$ cat config.mk
export PLATFORM = sky130hd
export DESIGN_NAME = pll_cmr
export DESIGN_NICKNAME = d
export VERILOG_FILES = /design/src/rtl/pll_cmr.sv
export SDC_FILE = /design/constraint.sdc
export NUM_CORES = 1
export LEC_CHECK = 0
export CORE_MARGIN = 1
export CORE_UTILIZATION = 48
export CTS_BUF_LIST = sky130_fd_sc_hd__clkbuf_8
export DETAILED_ROUTE_END_ITERATION = 16
export PLACE_DENSITY = 0.95
export SYNTH_ARGS = -nofsm -noshare
export SYNTH_HDL_FRONTEND = slang
export SYNTH_SLANG_ARGS = --single-unit
$ cat constraint.sdc
create_clock -name clk -period 3.7 [get_ports clk]
set_input_delay 0.555 -clock clk [delete_from_list [all_inputs] [get_ports clk]]
set_output_delay 0.555 -clock clk [all_outputs]
set_load 0.01 [all_outputs]
$ cat src/rtl/pll_cmr.sv
module pll_cmr #(
  parameter int MUL_W  = 5,
  parameter int DIV_W  = 2,
  parameter int DATA_W = 16,
  parameter logic [7:0] KEY_A = 8'hAA,
  parameter logic [7:0] KEY_B = 8'h55
) (
  input  logic                 clk,
  input  logic                 rst_n,
  input  logic                 pwr_down,
  input  logic                 bus_wr,
  input  logic                 bus_rd,
  input  logic [1:0]           bus_addr,
  input  logic [7:0]           bus_wdata,
  output logic [DATA_W-1:0]    bus_rdata,
  input  logic                 lock_in,
  output logic                 pll_en,
  output logic                 pll_connect,
  output logic [MUL_W:0]       pll_mult,
  output logic [(1<<DIV_W):0]  pll_div,
  output logic                 lock_irq
);
  localparam int CFG_W  = MUL_W + DIV_W;
  localparam int MO_W   = MUL_W + 1;
  localparam int DO_W   = (1 << DIV_W) + 1;
  localparam logic [1:0] A_CTRL = 2'd0, A_CFG = 2'd1, A_STAT = 2'd2, A_FEED = 2'd3;
  localparam int B_EN = 8, B_CON = 9, B_LOCK = 10;

  logic hold_en, hold_con, act_en, act_con, armed;
  logic [MUL_W-1:0] hold_mul, act_mul;
  logic [DIV_W-1:0] hold_div, act_div;
  logic [1:0] lock_sync;

  wire access  = bus_wr | bus_rd;
  wire feed_wr = bus_wr && bus_addr == A_FEED;
  wire feed_a  = feed_wr && bus_wdata == KEY_A;
  wire feed_ok = armed && feed_wr && bus_wdata == KEY_B;

  always_ff @(posedge clk or negedge rst_n) begin
    if (!rst_n) begin
      {hold_en, hold_con, act_en, act_con, armed} <= '0;
      {hold_mul, act_mul} <= '0;
      {hold_div, act_div} <= '0;
      lock_sync <= '0;
    end else begin
      if (bus_wr && bus_addr == A_CTRL) {hold_con, hold_en} <= bus_wdata[1:0];
      if (bus_wr && bus_addr == A_CFG)  {hold_div, hold_mul} <= bus_wdata[CFG_W-1:0];
      if (access) armed <= feed_a;
      if (feed_ok) begin
        act_en  <= hold_en;
        act_con <= hold_con;
        act_mul <= hold_mul;
        act_div <= hold_div;
      end
      if (pwr_down) begin
        act_en  <= 1'b0;
        act_con <= 1'b0;
      end
      lock_sync <= {lock_sync[0], lock_in};
    end
  end

  assign pll_en      = act_en;
  assign pll_connect = act_en & act_con;
  assign pll_mult    = MO_W'(act_mul) + MO_W'(1);
  assign pll_div     = DO_W'(2) << act_div;
  assign lock_irq    = lock_sync[1];

  always_comb begin
    bus_rdata = '0;
    case (bus_addr)
      A_CTRL: bus_rdata[1:0] = {hold_con, hold_en};
      A_CFG:  bus_rdata[CFG_W-1:0] = {hold_div, hold_mul};
      A_STAT: begin
        bus_rdata[CFG_W-1:0] = {act_div, act_mul};
        bus_rdata[B_EN]   = act_en;
        bus_rdata[B_CON]  = act_con;
        bus_rdata[B_LOCK] = lock_sync[1];
      end
      default: bus_rdata = '0;
    endcase
  end

  AST_HOLD_UNTIL_FEED: assert property (@(posedge clk) disable iff (!rst_n)
    !feed_ok |=> $stable({pll_mult, pll_div}));
  AST_FEED_LOADS_EN: assert property (@(posedge clk) disable iff (!rst_n)
    (feed_ok && !pwr_down) |=> pll_en == $past(hold_en));
  AST_PWRDN_OFF: assert property (@(posedge clk) disable iff (!rst_n)
    pwr_down |=> (!pll_en && !pll_connect));
  AST_LOCK_RISE: assert property (@(posedge clk) disable iff (!rst_n)
    lock_in |-> ##2 lock_irq);
  AST_LOCK_FALL: assert property (@(posedge clk) disable iff (!rst_n)
    !lock_in |-> ##2 !lock_irq);
endmodule

# Word-level counts from Yosys, hierarchy flattened
# Index checks and enable logic that the tools add are counted.
[word_totals]
input_bits = 16
ff_bits = 21
[classes]
mux = 7
n_shift = 1
n_eq_ne = 5
n_addsub = 1
bitwise = 2
n_reduce_logical = 8
[ops]
columns = ["cell", "n"]
rows = [
  ["5-bit one-hot mux with 2 select lines", 1],
  ["8-bit by 7-bit equality test with 1-bit output, second input constant", 1],
  ["8-bit equality test, second input constant", 1],
  ["5-bit by 1-bit adder with 6-bit output, second input constant", 1],
  ["1-bit logical AND", 6],
  ["2-bit one-hot mux with 3 select lines", 1],
  ["2-bit by 2-bit << shifter with 5-bit output, first input constant", 1],
  ["2-bit equality test, second input constant", 2],
  ["1-bit two-way mux", 4],
  ["3-bit two-way mux", 1],
  ["2-bit by 1-bit equality test with 1-bit output, second input constant", 1],
  ["2-bit zero test", 1],
  ["2-bit nonzero test", 1],
  ["1-bit bitwise AND", 1],
  ["1-bit bitwise OR", 1],
]

# Logic depth before layout (Yosys ltp)
[logic_depth]
ltp_word = 6
mapped_depth = 5
depth_no_buf = 4

# Least setup slack after synthesis
# OpenSTA, ideal clock, no wires.
[synth_path]
path_kind = "in2out"
start = "input port bus_addr[0]"
end = "output port bus_rdata[0]"
path_buffers = 1
stages = 5
arrival_time_ns = 1.378
setup_slack_ns = 1.767
cell_sequence = "inv_1 -> ha_1 -> clkbuf_1 -> a222oi_1 -> nor2_1"
[synth_between]
elab_chain_cells = 2
[synth_rtl]
columns = ["element", "line_no", "source"]
rows = [
  ["start, declared", "13", "input logic [1:0] bus_addr,"],
  ["2-bit equality test, or another cell as far along", "71", "case (bus_addr)"],
  ["2-bit one-hot mux with 3 select lines *", "71", ""],
  ["end, declared", "15", "output logic [DATA_W-1:0] bus_rdata,"],
]
# Every way passes the cells marked *; elsewhere a longest branch is shown, timed or not.

# Worst setup path after layout
# Same ends and word-level chain as after synthesis.

==> PnR_summary.wiki <==
{| class="wikitable"
! Metric !! Value
|-
| Outcome || complete, no violations
|-
| Wire length reported by the detailed router || 2.234 mm
|-
| Start point of the critical path || bus_addr[0]
|-
| Portion of netlist area occupied by mux cells || 0.1709
|-
| Post-synth top area share || 0.4487
|-
| Proportion of layout cells with a drive suffix above 1 || 0.1429
|-
| Area share of xor/xnor cells in the synthesized design || 0.02244
|-
| Setup slack, reg-to-reg || 2080 ps
|-
| TritonCTS clock tree || done
|-
| Length in cells of the worst reg-to-reg path || 3
|-
| Final hold viol count || 0
|-
| Chip Height || 51.40 um
|-
| Synthesized netlist cell count || 101
|-
| Max rail drop VDD || 0.3120 mV
|-
| Leftover overflow at the end of global routing || 0
|-
| Clock latency at the later pin of the worst-skew pair || 260 ps
|-
| Wire per inst || 13.30 um
|-
| Core Region || 2255 sq um
|-
| Detailed Route Iter0 Violations || 15
|-
| Number of cells upsized or downsized after cts || 0
|-
| Required @ worst endpoint || 3140 ps
|-
| Clock tree buffer depth || 2
|-
| Most used cell, CP || sky130_fd_sc_hd__clkdlybuf4s50_1
|-
| Combined global-route utilization of all metal layers || 0.1934
|-
| Crit-path cells || clkdlybuf4s50_1, inv_1, ha_1, a222oi_1, nor2_1, clkdlybuf4s50_1
|-
| CP max stage delay || 520 ps
|-
| RSZ-0062 raised after global routing || no
|-
| Complex-gate fraction of the synthesized area || 0.05769
|-
| Number of I/O port buffers || 38
|-
| Synth Register Bits || 21
|-
| Fraction of the mapped netlist area in adder cells || 0.05342
|-
| CTS HTree Levels || 1
|-
| Detail-routed via count per cell || 5.310
|-
| Period Utilization, post-route || 0.8103
|-
| CP Class || in2out
|-
| Path type of the worst min-delay path || reg2reg
|-
| Number of buffers added for setup after CTS || 0
|-
| End point of the critical path || bus_rdata[0]
|-
| DRC viols || 0
|-
| Setup tns final || 0 ps
|-
| Cell type contributing the most total cell area after synthesis || sky130_fd_sc_hd__dfrtp_1
|-
| Max Transition Viols Final || 0
|-
| Sinks on the clock net || 21
|-
| CTS Buf Count || 3
|-
| Worst-Margin Slew || 891.5 ps
|-
| Vias || 892
|-
| ANT cells || 0
|-
| Worst reg2reg startpoint || armed
|-
| CP Launch Type || input pin
|-
| Post-synthesis instance area || 1171 sq um
|-
| Count of distinct cell types in the synthesized netlist || 25
|-
| Clock period minus worst slack || 2998 ps
|-
| Fin nets || 162
|-
| Number of antenna violations at the first check in global routing || 0
|-
| Met3 track demand over resource in global routing || 0.02679
|-
| Sequential area share after synthesis || 0.4487
|-
| Vias in the first global route || 853
|-
| GPL Wtd Cong || 0.7196
|-
| Leakage power summed over all cells || 0.6993 nW
|-
| Max stage delay cell, worst path || sky130_fd_sc_hd__clkdlybuf4s50_1
|-
| Largest family of logic cells by synthesized area || simple AND/OR/NAND/NOR gates
|-
| Main area contributors after synthesis || sky130_fd_sc_hd__dfrtp_1 (45%), sky130_fd_sc_hd__mux2_2 (15%), sky130_fd_sc_hd__ha_1 (5.3%)
|-
| Final setup skew || 4.987 ps
|-
| Antenna Nets Post-Route || 0
|-
| CP Max Fanout || 10
|-
| Maximum number of pins on one net before global-route repair || 22
|-
| Detailed placer's ending HPWL || 1.784 mm
|-
| Met2 track utilization from global routing || 0.3398
|-
| Post-synthesis average cell area || 11.60 sq um
|-
| Combined buffer and inverter count along the critical path || 3
|-
| Top cell family by delay on the critical path || buffers and inverters
|-
| Global route hottest layer || met2
|-
| Worst R2R End || act_div[1]
|-
| Met1 Track Usage GR || 0.2343
|-
| Die boundary width || 51.40 um
|-
| Root buffer cell || sky130_fd_sc_hd__clkbuf_8
|-
| Kind of end point of the critical path || output pin
|-
| Number of top-level pins || 46
|-
| Final setup violation count || 0
|-
| Count of yosys warnings during synthesis || 0
|-
| Area overhead of the layout relative to synthesis || 36.11%
|-
| Number of placement rows || 17
|-
| Wire length of the first global-routing pass || 3.726 mm
|-
| Worst Path Arrival || 2440 ps
|-
| Floorplan die area || 2641 sq um
|-
| Layout Utilization || 0.7070
|-
| Number of cells on the critical path || 6
|-
| Synthesized-area fraction occupied by and/or/nand/nor cells || 0.1827
|-
| Max Cap Viol || 0
|-
| Maximum clock frequency || 333.5 MHz
|-
| Effective utilization at floorplan || 0.5194
|-
| Worst slew margin relative to its limit || 0.4038
|-
| First-pass iteration count of the detailed router || 4
|-
| Hold Buf Count CTS || 0
|-
| Power density cells || 308.0 nW/um^2
|-
| Clock transition time at the flip-flop clock pins of the worst setup and hold paths || 70 ps
|}
[registers in the layout, summed over array words and instances, names as in the netlist]
signal and flops:
act_con 1, act_div 2, act_mul 5, armed 1, hold_con 1, hold_div 2, hold_en 1, hold_mul 5
lock_sync 2, pll_en 1
[report_power, final]
group          leakage [nW]  switching, mW  internal (mW)
Clock                0.0269         0.0689         0.0739
Sequential            0.270         0.0137          0.249
Combinational         0.403         0.0357         0.0494
[cells by family after synthesis]
| group | Yosys count |
|---|---|
| simple gates | 33 |
| flops | 21 |
| mux | 18 |
| buf+inv | 12 |
| compound gates | 8 |
| fa+ha+maj | 5 |
| xor+xnor | 3 |
| other cells | 1 |
[how the worst min path moves through the flow]
stage	from	end	slack (ps)	depth (start not counted)
finish	lock_sync[0]	lock_sync[1]	360	0
global route	lock_sync[0]	lock_sync[1]	360	0
CTS	lock_sync[0]	lock_sync[1]	360	0
detailed placement	lock_sync[0]	lock_sync[1]	340	0
global placement	lock_sync[0]	lock_sync[1]	330	0
floorplan	rst_n	act_con	260	0
[final cells by class]
class | count | area (sq um)
inverters | 3 | 11.26
well taps | 28 | 35.03
clock buffers | 3 | 41.29
multi-input cells | 74 | 596.8
clock inverters | 1 | 3.754
fillers | 176 | 660.6
flip-flops and latches | 21 | 525.5
repair buffers | 38 | 380.4
[per-layer routing]
metal  vias up  wire length [um]
met5         -                 0
met4         0                29
met3         4               113
met2        34              1130
met1       433               961
li1        421                 -
[stage by stage]
step | hold slack, ps | power, mW | cells | instance area, sq um | setup WS, ps
6_report | 356.0 | 0.4909 | 168 | 1594 | 701.8
5_1_grt | 362.7 | 0.5174 | 168 | 1594 | 632.3
3_5_place_dp | 343.4 | 0.3529 | 164 | 1549 | 711.7
2_1_floorplan | 259.4 | 0.3120 | 107 | 1194 | 1767
4_1_cts | 358.9 | 0.4937 | 168 | 1594 | 700.2
3_3_place_gp | 333.8 | 0.3498 | 164 | 1549 | 791.6
[synth_stat cells]
library cell                instances
sky130_fd_sc_hd__conb_1             1
sky130_fd_sc_hd__nor3b_1            1
sky130_fd_sc_hd__mux2_2            16
sky130_fd_sc_hd__nor4_4             1
sky130_fd_sc_hd__ha_1               5
sky130_fd_sc_hd__nor2b_1            8
sky130_fd_sc_hd__dfrtp_1           21
sky130_fd_sc_hd__a222oi_1           2
sky130_fd_sc_hd__inv_1              3
sky130_fd_sc_hd__nand4_1            1
sky130_fd_sc_hd__nor2_1             4
sky130_fd_sc_hd__nand2b_1           5
sky130_fd_sc_hd__nand2_1            3
sky130_fd_sc_hd__mux2i_1            2
sky130_fd_sc_hd__xor2_1             1
sky130_fd_sc_hd__xnor2_1            2
sky130_fd_sc_hd__nand4bb_1          1
sky130_fd_sc_hd__a22oi_1            5
sky130_fd_sc_hd__buf_4              7
sky130_fd_sc_hd__and3b_1            1
sky130_fd_sc_hd__nor4bb_1           1
sky130_fd_sc_hd__and2_1             5
sky130_fd_sc_hd__clkbuf_1           2
sky130_fd_sc_hd__nand3_1            2
sky130_fd_sc_hd__a41o_1             1
[placed cells by master, fill, tap and decap left out, types with 2 or more instances in the layout]
cell / count
sky130_fd_sc_hd__nand2_1: 3
sky130_fd_sc_hd__mux2i_1: 2
sky130_fd_sc_hd__inv_1: 4
sky130_fd_sc_hd__nor2b_1: 8
sky130_fd_sc_hd__nand2b_1: 5
sky130_fd_sc_hd__ha_1: 5
sky130_fd_sc_hd__and2_1: 5
sky130_fd_sc_hd__nand3_1: 2
sky130_fd_sc_hd__mux2_2: 16
sky130_fd_sc_hd__clkbuf_8: 3
sky130_fd_sc_hd__conb_1: 7
sky130_fd_sc_hd__a222oi_1: 2
sky130_fd_sc_hd__dfrtp_1: 21
sky130_fd_sc_hd__a22oi_1: 5
sky130_fd_sc_hd__xnor2_1: 2
sky130_fd_sc_hd__clkdlybuf4s50_1: 38
sky130_fd_sc_hd__nor2_1: 4
Note: power is estimated with default switching activity, not from simulation.
